--- src/rtl/ptw_pkg.sv ---
package ptw_pkg;
    localparam int VA_W    = 38;
    localparam int OFF_W   = 14;
    localparam int IDX_W   = 12;
    localparam int ENT_W   = 32;
    localparam int FLAG_W  = 8;
    localparam int FRM_W   = ENT_W - FLAG_W;
    localparam int PA_W    = FRM_W + OFF_W;
    localparam int ENT_SH  = 2;

    typedef enum logic [2:0] {
        ST_IDLE, ST_READ_DIR, ST_WAIT_DIR, ST_READ_PTE, ST_WAIT_PTE, ST_DONE, ST_FAULT
    } walk_state_e;

    typedef enum logic [1:0] {
        FLT_NONE   = 2'd0,
        FLT_ABSENT = 2'd1,
        FLT_PROT   = 2'd2
    } fault_e;

    typedef struct packed {
        logic [FRM_W-1:0] frame;
        logic [2:0]       rsvd;
        logic             dirty;
        logic             accessed;
        logic             user;
        logic             writable;
        logic             present;
    } entry_t;

    typedef struct packed {
        logic [VA_W-1:0] vaddr;
        logic            wr;
        logic            usr;
        logic [PA_W-1:0] base;
    } walk_req_t;

    function automatic fault_e judge_entry(entry_t e, logic wr, logic usr);
        if (!e.present)
            return FLT_ABSENT;
        else if ((wr && !e.writable) || (usr && !e.user))
            return FLT_PROT;
        else
            return FLT_NONE;
    endfunction
endpackage

--- src/rtl/ptw_addr_gen.sv ---
module ptw_addr_gen
    import ptw_pkg::*;
(
    input  logic             pte_stage,
    input  logic [PA_W-1:0]  base,
    input  logic [VA_W-1:0]  vaddr,
    input  logic [FRM_W-1:0] dir_frame,
    output logic [PA_W-1:0]  addr
);
    localparam int PAD_W = PA_W - IDX_W - ENT_SH;

    logic [IDX_W-1:0] dir_idx;
    logic [IDX_W-1:0] tbl_idx;
    logic [PA_W-1:0]  dir_off;
    logic [PA_W-1:0]  tbl_off;
    logic [PA_W-1:0]  tbl_base;

    assign dir_idx  = vaddr[VA_W-1 -: IDX_W];
    assign tbl_idx  = vaddr[OFF_W +: IDX_W];
    assign dir_off  = {{PAD_W{1'b0}}, dir_idx, {ENT_SH{1'b0}}};
    assign tbl_off  = {{PAD_W{1'b0}}, tbl_idx, {ENT_SH{1'b0}}};
    assign tbl_base = {dir_frame, {OFF_W{1'b0}}};

    always_comb begin
        if (pte_stage)
            addr = tbl_base + tbl_off;
        else
            addr = base + dir_off;
    end
endmodule

--- src/rtl/ptw_entry_judge.sv ---
module ptw_entry_judge
    import ptw_pkg::*;
(
    input  entry_t ent,
    input  logic   wr,
    input  logic   usr,
    output fault_e verdict
);
    always_comb verdict = judge_entry(ent, wr, usr);

    // an absent entry is never reported as a protection fault
    always_comb begin
        if (!ent.present)
            p_absent_first_r5: assert (verdict != FLT_PROT);
    end
endmodule

--- src/rtl/ptw_walker.sv ---
module ptw_walker
    import ptw_pkg::*;
(
    input  logic             clk,
    input  logic             rst,
    input  logic             req_valid,
    output logic             req_ready,
    input  logic [VA_W-1:0]  req_vaddr,
    input  logic             req_write,
    input  logic             req_user,
    input  logic [PA_W-1:0]  dir_base,
    output logic             mem_req_valid,
    input  logic             mem_req_ready,
    output logic [PA_W-1:0]  mem_req_addr,
    input  logic             mem_rsp_valid,
    input  logic [ENT_W-1:0] mem_rsp_data,
    output logic             done,
    output logic [1:0]       fault_code,
    output logic             fault_level,
    output logic [PA_W-1:0]  phys_addr,
    output logic             leaf_accessed,
    output logic             leaf_dirty
);
    walk_state_e      st;
    walk_req_t        cur;
    logic [FRM_W-1:0] dir_frame;
    logic [PA_W-1:0]  pa_q;
    fault_e           code_q;
    logic             lvl_q;
    logic             acc_q;
    logic             dty_q;
    entry_t           rsp_ent;
    fault_e           verdict;
    logic [PA_W-1:0]  walk_addr;

    assign rsp_ent = entry_t'(mem_rsp_data);

    ptw_addr_gen u_addr (
        .pte_stage (st == ST_READ_PTE),
        .base      (cur.base),
        .vaddr     (cur.vaddr),
        .dir_frame (dir_frame),
        .addr      (walk_addr)
    );

    ptw_entry_judge u_judge (
        .ent     (rsp_ent),
        .wr      (cur.wr),
        .usr     (cur.usr),
        .verdict (verdict)
    );

    always_ff @(posedge clk) begin
        if (rst) begin
            st        <= ST_IDLE;
            cur       <= '0;
            dir_frame <= '0;
            pa_q      <= '0;
            code_q    <= FLT_NONE;
            lvl_q     <= 1'b0;
            acc_q     <= 1'b0;
            dty_q     <= 1'b0;
        end else begin
            case (st)
                ST_IDLE: begin
                    if (req_valid) begin
                        cur <= '{vaddr: req_vaddr, wr: req_write, usr: req_user, base: dir_base};
                        st  <= ST_READ_DIR;
                    end
                end
                ST_READ_DIR: if (mem_req_ready) st <= ST_WAIT_DIR;
                ST_WAIT_DIR: begin
                    if (mem_rsp_valid) begin
                        if (verdict != FLT_NONE) begin
                            code_q <= verdict;
                            lvl_q  <= 1'b0;
                            pa_q   <= '0;
                            acc_q  <= 1'b0;
                            dty_q  <= 1'b0;
                            st     <= ST_FAULT;
                        end else begin
                            dir_frame <= rsp_ent.frame;
                            st        <= ST_READ_PTE;
                        end
                    end
                end
                ST_READ_PTE: if (mem_req_ready) st <= ST_WAIT_PTE;
                ST_WAIT_PTE: begin
                    if (mem_rsp_valid) begin
                        if (verdict != FLT_NONE) begin
                            code_q <= verdict;
                            lvl_q  <= 1'b1;
                            pa_q   <= '0;
                            acc_q  <= 1'b0;
                            dty_q  <= 1'b0;
                            st     <= ST_FAULT;
                        end else begin
                            code_q <= FLT_NONE;
                            lvl_q  <= 1'b0;
                            pa_q   <= {rsp_ent.frame, cur.vaddr[OFF_W-1:0]};
                            acc_q  <= rsp_ent.accessed;
                            dty_q  <= rsp_ent.dirty;
                            st     <= ST_DONE;
                        end
                    end
                end
                ST_DONE, ST_FAULT: st <= ST_IDLE;
                default: st <= ST_IDLE;
            endcase
        end
    end

    assign req_ready     = (st == ST_IDLE);
    assign mem_req_valid = (st == ST_READ_DIR) || (st == ST_READ_PTE);
    assign mem_req_addr  = walk_addr;
    assign done          = (st == ST_DONE) || (st == ST_FAULT);
    assign fault_code    = code_q;
    assign fault_level   = lvl_q;
    assign phys_addr     = pa_q;
    assign leaf_accessed = acc_q;
    assign leaf_dirty    = dty_q;

    // one walk at a time
    p_busy_after_accept_r9: assert property (@(posedge clk) disable iff (rst)
        req_valid && req_ready |=> !req_ready);

    p_idle_quiet_r9: assert property (@(posedge clk) disable iff (rst)
        req_ready |-> !mem_req_valid && !done);

    p_done_pulse_r9: assert property (@(posedge clk) disable iff (rst)
        done |=> !done);

    // request held until accepted
    p_hold_req_r10: assert property (@(posedge clk) disable iff (rst)
        mem_req_valid && !mem_req_ready |=> mem_req_valid && $stable(mem_req_addr));

    // no address leaks out on a fault
    p_fault_no_pa_r7: assert property (@(posedge clk) disable iff (rst)
        done && (fault_code != 2'd0) |-> phys_addr == '0);

    // the success pulse carries the requested page offset
    p_offset_kept_r4: assert property (@(posedge clk) disable iff (rst)
        done && (fault_code == 2'd0) |-> phys_addr[OFF_W-1:0] == cur.vaddr[OFF_W-1:0]);
endmodule

--- config.mk ---
export PLATFORM = sky130hd
export DESIGN_NAME = ptw_walker
export DESIGN_NICKNAME = d
export VERILOG_FILES = /design/src/rtl/ptw_pkg.sv /design/src/rtl/ptw_addr_gen.sv /design/src/rtl/ptw_entry_judge.sv /design/src/rtl/ptw_walker.sv
export SDC_FILE = /design/constraint.sdc
export NUM_CORES = 1
export LEC_CHECK = 0
export BUFFER_PORTS_ARGS = -buffer_cell sky130_fd_sc_hd__buf_2
export CAP_MARGIN = 20
export CORE_AREA = 2 2 115 117
export DETAILED_ROUTE_END_ITERATION = 8
export DIE_AREA = 0 0 117 119
export GPL_TIMING_DRIVEN = 1
export PLACE_DENSITY = 0.94
export SLEW_MARGIN = 40
export SYNTH_ARGS = -nofsm -noshare
export SYNTH_HDL_FRONTEND = slang
export SYNTH_HIERARCHICAL = 1
export SYNTH_SLANG_ARGS = --single-unit
--- constraint.sdc ---
create_clock -name clk -period 4.4 [get_ports clk]
set_input_delay 0.44 -clock clk [delete_from_list [all_inputs] [get_ports clk]]
set_output_delay 0.44 -clock clk [all_outputs]
set_load 0.02 [all_outputs]
==> results of run 1 <==
==> registers in the layout, indices dropped and copies added, names as in the netlist <==
register       flops
dir_frame         24
fault_code         2
phys_addr         38
leaf_accessed      1
leaf_dirty         1
fault_level        1
st                 3
cur               78
==> where the power goes <==
group	internal, mW	switching [mW]
clock network	0.962	0.578
registers	1.45	0.0965
logic	0.292	0.518
total	2.70	1.19
==> cells in the final DEF, fill, tap and decap left out, types with 4 or more instances in the layout <==
cell and instances:
clkbuf_16 17, buf_4 13, nand2_1 333, dfxtp_1 148
xnor2_1 28, o21ai_1 4, nand3_1 7, o21a_1 4
nor2_1 9, a21oi_1 117, bufinv_16 4, inv_1 10
buf_2 194, a21o_1 4, xor2_1 5, mux2i_1 44
nor2b_1 5, o21ai_0 36, a211oi_1 10, ha_1 12
==> critical path, delay by kind of cell (launching register included) <==
kind                       cells  cell delay (ps)
adders and majority gates      2              610
and+or+nand+nor                1              160
AOI/OAI and AO/OA              4             1200
DFF                            1              350
buffers and inverters          3              490
xor gates and xnor gates       1              140
==> through the flow <==
step,total power [mW],utilization,setup WS [ps],hold WS [ps],cell area (um^2)
6_report,3.89,0.671,568,245,8640
2_1_floorplan,2.15,-,1540,432,7090
5_1_grt,4.06,0.671,395,244,8640
3_3_place_gp,2.34,0.621,1270,439,7990
3_5_place_dp,2.37,0.623,1110,444,8020
4_1_cts,3.91,0.671,578,234,8640
==> logic make-up (layout without fill, tap and decap cells) <==
group	count (synthesis)	count (layout)
AND/OR/NAND/NOR	387	387
AO/OA/AOI/OAI	202	202
flip-flops	148	148
buffers and inverters	74	249
multiplexers	45	45
XOR/XNOR	33	33
adder cells (fa/ha/maj)	13	13
other	0	1
==> layout make-up <==
type,instances,area [um^2],share of cell area
Clock inverter,12,179,0.0207
Sequential cell,148,2960,0.343
Timing Repair Buffer,207,1070,0.124
Inverter,11,41.3,0.00478
Antenna cell,1,2.50,0.000290
Clock buffer,19,443,0.0513
Tap cell,176,220,0.0255
Multi-Input combinational cell,680,3720,0.431
==> per-layer routing <==
layer	vias up	track usage	routed length, um
met5	-	0	0
met4	0	0.139	679
met3	60	0.0529	1120
met2	292	0.463	9460
met1	3100	0.311	7620
li1	3337	-	-
==> final timing paths <==
path,end,startpoint,slack [ps],depth (start not counted)
hold / removal,cur[57]$_SDFFE_PP0P_,req_vaddr[17],240,3
setup reg to reg,cur[6]$_SDFFE_PP0P_,st[2]$_SDFFE_PP0P_,2180,5
hold reg to reg,phys_addr[13]$_SDFFE_PP0P_,cur[53]$_SDFFE_PP0P_,450,2
setup / recovery,mem_req_addr[32],cur[66]$_SDFFE_PP0P_,570,11
==> results by group, run 1 <==
Place
  – Cells after DPL: 1222
  – I/O Buffers: 195
  – RePlAce Congestion: 0.858
  – Post-DP HPWL: 13.1 mm

Setup path
  – Critical Path AT: roughly 3400 ps
  – CP startpoint kind: flop
  – CP Capture Type: output pin
  – Max FO, Critical Path: 12
  – Worst Setup Path Type: flop to output pin
  – Crit-path max cell delay: roughly 600 ps
  – CP Data Required Time: 3960 ps
  – Worst path slowest cell: a2111oi_0
  – Cell Chain, Critical Path: ha_1, inv_1, fa_1, nor2b_1, o31a_1, o311ai_2, buf_4, a2111oi_0, xnor2_1, o21ai_0, buf_2

Floorplan
  – Die area: about 0.014 mm^2
  – Std cell rows: between 40 and 50
  – Die width: between 100 and 150 um
  – Starting density of the core: 0.551
  – I/O pin cnt: 199
  – Die H: about 120 um
  – Core Area: approximately 0.013 mm^2

Yosys
  – Post-synthesis mux area share: 0.0637
  – Fraction of registers with async set/reset: 0
  – Largest cells by area after synthesis: dfxtp_1 (42%), nand2_1 (18%), a21oi_1 (8.3%)
  – XOR/XNOR Fraction of Synth Area: 0.0408
  – Cell Area, Synth: around 0.0071 mm^2
  – Top_reg_cell synth: dfxtp_1
  – Gate Count Post-Synth: between 900 and 1000
  – Seq/Total Area, Yosys: 0.418
  – Number of library cell types mapped by synthesis: 64
  – Seq cells post-synth: approximately 150
  – Post-Synth Adder-Cell Area: 0.0240
  – Cell taking the most area after synthesis: dfxtp_1
  – Share of the synthesized area in the top cell type: 0.418
  – Synthesis Warnings: 6
  – EDFF count, synth: 0
  – Mapped Avg Cell Area: about 8 um^2
  – Combinational family with the most area after synthesis: simple AND/OR/NAND/NOR gates
  – Complex-gate fraction of the synthesized area: 0.166
  – Post-synth top cells: nand2_1 (334), dfxtp_1 (148), a21oi_1 (117)
  – Synth Area in Simple Gates: 0.228
  – Syn nets: 1030
  – Cell with the most instances after synthesis: nand2_1

STA
  – Tmin final: 3830 ps
  – Total negative slack: 0 ps
  – Final period utilization: 0.871
  – Final setup fails: 0
  – Slew @ Worst Pin: a little over 800 ps
  – Unrepaired setup endpoints after global routing: no
  – Final setup skew: about 5.5 ps
  – Slew margin rel.: 0.447
  – Fmax: approximately 260 MHz
  – Max-slew violation count: 0
  – Final Hold Viols: 0

Global route
  – First-pass GRT wire length: 29.7 mm
  – Initial antenna violation count: 1
  – Vias in the first global route: around 6500
  – Largest net degree at the start of global routing: 76
  – Gr usage total: 0.269
  – GRT overflow: 0

Cells and area
  – Final Non-Filler Cells: 1254
  – P&R area growth vs syn: 21.8%
  – Fillers: around 1000
  – Share of cells above drive strength 1: 0.243
  – Final net count: ~1200

CTS
  – Number of buffers created by CTS: 17
  – Post-cts resize count: 0
  – Clock sinks: 148
  – Post-CTS setup buffer count: 0
  – Root Driver: clkbuf_16
  – Worst-Skew Late Latency: around 420 ps
  – Clock Path Buffers: 2
  – TritonCTS clock tree: yes
  – Post-CTS Hold Buffers: 0
  – Worst-path clk slew: 60 ps
  – H-Tree Depth: 4

Job
  – Max-Cap Viols: 0

Drt
  – Routed vias: between 6000 and 7000
  – First-pass detailed-route iteration total: 7
  – Avg Vias per Cell: 5.41
  – Wirelength per Cell: 15.1 um
  – DR iter-0 viols: ~390
  – Final WL: 18.9 mm
  – Post-route ant nets: 0
  – DRC Markers: 0

Status
  – Status: finished, final reports clean

Power
  – Worst vdd ir: about 0.29 mV
  – PD cells: 451 mW/mm^2
  – Pleak: approximately 3.7 nW

Min path
  – Hold Crit Class: input pin to flop
No activity file was read; power rests on OpenSTA's default activity.
==> run 2: changes to the inputs <==
==> constraint.sdc (replaced) <==
create_clock -name clk -period 4.65 [get_ports clk]
set_input_delay 0.2325 -clock clk [delete_from_list [all_inputs] [get_ports clk]]
set_output_delay 0.2325 -clock clk [all_outputs]
set_load 0.02 [all_outputs]
==> run 2 against run 1 <==
Net effect: critical endpoint unchanged; utilization shrank 0.12 points; hold slack lost 200 ps; sequential share of layout area grew 0.060 points; largest cell class unchanged; combinational power shrank 4.1%; register-to-register slack gained 270 ps.
==> results by group, run 2 (same netlist as run 1, synthesis figures left out) <==
STA
  – Final setup skew: 8.76 ps (+3.23 ps)
  – Unrepaired setup endpoints after global routing: no
  – Final Hold Viols: 0 (unchanged)
  – Final period utilization: 0.772
  – Slew @ Worst Pin: 753 ps (-76.1 ps)
  – Final hold slack: 42.4 ps (-202 ps)
  – Total negative slack: 0 ps (unchanged)
  – Final setup fails: 0 (unchanged)
  – Final WS setup: 1060 ps (+490 ps)
  – Slew margin rel.: 0.497 (+0.0500)
  – Tmin final: between 3000 and 4000 ps
  – Max-slew violation count: 0 (unchanged)
  – Fmax: between 200 and 300 MHz

Cells and area
  – Finished Core Util: 0.670 (-0.00117)
  – Final net count: 1195 (+0.17%)
  – Share of cells above drive strength 1: 0.239 (-0.00394)
  – Max reg flops: 78 (unchanged)
  – Fillers: 1061 (+3.6%)
  – Fin area: 0.00863 mm^2 (-0.17%)
  – Largest register by flop count: cur
  – P&R area growth vs syn: 21.6%
  – Most frequent cells in the layout: nand2_1 (333), buf_2 (194), dfxtp_1 (148)
  – Most common cell after layout, fill and taps aside: nand2_1
  – Final Non-Filler Cells: 1256 (+0.16%)

Power
  – Worst vdd ir: 0.337 mV (+15%)
  – PD cells: 418 mW/mm^2 (-7.2%)
  – Reg power frac: 0.406 (+0.009)
  – Psw: 1.08 mW (-9.0%)
  – Int Power: 2.52 mW (-6.7%)
  – Total power: 3.61 mW (-7.4%)
  – Clock power frac: 0.379 (-0.017)
  – Combinational power share: 0.215 (+0.007)
  – Pleak: 3.72 nW (about the same)
  – Net Sw Frac: 0.301 (-0.00541)

Floorplan
  – Core Area: 0.0129 mm^2 (unchanged)
  – Die H: 119 um (unchanged)
  – Std cell rows: 42 (unchanged)
  – I/O pin cnt: 199 (unchanged)
  – Starting density of the core: 0.551 (unchanged)
  – Die area: 0.0139 mm^2 (unchanged)
  – Die width: 117 um (unchanged)

Min path
  – Hold Crit Class: input pin to flop

Drt
  – Avg Vias per Cell: 5.42 (+0.15%)
  – DRC Markers: 0 (unchanged)
  – DR iter-0 viols: 488 (+24%)
  – Final WL: 18.8 mm (-0.28%)
  – Post-route ant nets: 0 (unchanged)
  – Routed vias: 6810 (+0.31%)
  – First-pass detailed-route iteration total: 5 (-2)
  – Wirelength per Cell: 15.0 um (-0.44%)

Global route
  – First-pass GRT wire length: 30.1 mm (+1.3%)
  – Largest net degree at the start of global routing: 64 (-16%)
  – Gr usage total: 0.275 (+0.00576)
  – Initial antenna violation count: 2 (+1)
  – GRT overflow: 0 (unchanged)
  – Vias in the first global route: 6529 (+0.17%)

CTS
  – Root Driver: clkbuf_16
  – Post-CTS setup buffer count: 0 (unchanged)
  – Number of buffers created by CTS: 17 (unchanged)
  – Post-CTS Hold Buffers: 0 (unchanged)
  – Worst-path clk slew: 60 ps (about the same)
  – TritonCTS clock tree: yes
  – Clock Path Buffers: 2 (unchanged)
  – Worst-Skew Late Latency: 420 ps (about the same)
  – Clock sinks: 148 (unchanged)
  – Post-cts resize count: 0 (unchanged)
  – H-Tree Depth: 4 (unchanged)

Setup path
  – CP Capture Type: output pin
  – CP startpoint kind: flop
  – CP Data Required Time: 4420 ps (+460 ps)
  – Worst Setup Path Type: flop to output pin
  – Critical Path AT: 3360 ps (-30 ps)
  – Max FO, Critical Path: 12 (unchanged)

Place
  – RePlAce Congestion: 0.839 (-2.3%)
  – Post-Place Worst Slack: 1570 ps (+463 ps)
  – I/O Buffers: 195 (unchanged)
  – Cells after DPL: 1224 (+0.16%)
  – Post-DP HPWL: 13.2 mm (+0.87%)
  – Post-DP Area: 0.00805 mm^2 (+0.37%)

Status
  – Status: finished, final reports clean

Job
  – Max-Cap Viols: 0 (unchanged)
==> run 2: layout make-up <==
| type | instances | area, um^2 | area share |
|---|---|---|---|
| Antenna cell | 2 | 5.00 | 0.000580 |
| Clock buffer | 25 | 475 | 0.0551 |
| Clock inverter | 5 | 100 | 0.0116 |
| Inverter | 11 | 41.3 | 0.00479 |
| Multi-Input combinational cell | 680 | 3720 | 0.431 |
| Sequential cell | 148 | 2960 | 0.343 |
| Tap cell | 176 | 220 | 0.0255 |
| Timing Repair Buffer | 209 | 1100 | 0.128 |
==> run 2: worst paths after layout <==
kind	from	endpoint	slack (ps)	cells past startpoint
worst max register to register	st[2]$_SDFFE_PP0P_	cur[7]$_SDFFE_PP0P_	2450	6
worst min register to register	cur[65]$_SDFFE_PP0P_	cur[65]$_SDFFE_PP0P_	450	2
worst min-delay path	req_vaddr[15]	cur[55]$_SDFFE_PP0P_	40	3
worst max-delay path	cur[2]$_SDFFE_PP0P_	mem_req_addr[32]	1060	11
==> run 2: critical path, cell delays in order, from the launching register on <==
cell and delay, ps:
dfxtp_1 340, ha_1 200, inv_1 70, fa_1 400, nor2b_1 160, o31a_1 240
o311ai_2 110, buf_4 210, a2111oi_0 580, xnor2_1 180, o21ai_0 240, buf_2 210
==> run 2: power by group through the flow <==
stage / sequential, mW / clock, mW / combinational [mW]
finish: 1.46 / 1.37 / 0.776
global placement: 1.48 / 0 / 0.736
global route: 1.48 / 1.45 / 0.857
CTS: 1.46 / 1.38 / 0.776
detailed placement: 1.49 / 0 / 0.769
floorplan: 1.46 / 0 / 0.575
==> run 2: routing by layer <==
metal  global-route usage  up-vias  routed length (um)  part of all wire
met5                    0        -                   0                 0
met4                0.141        0                 689             0.037
met3               0.0672       59                1090             0.058
li1                     -     3344                   -                 -
met1                0.310     3147                7630              0.41
met2                0.473      260                9410              0.50
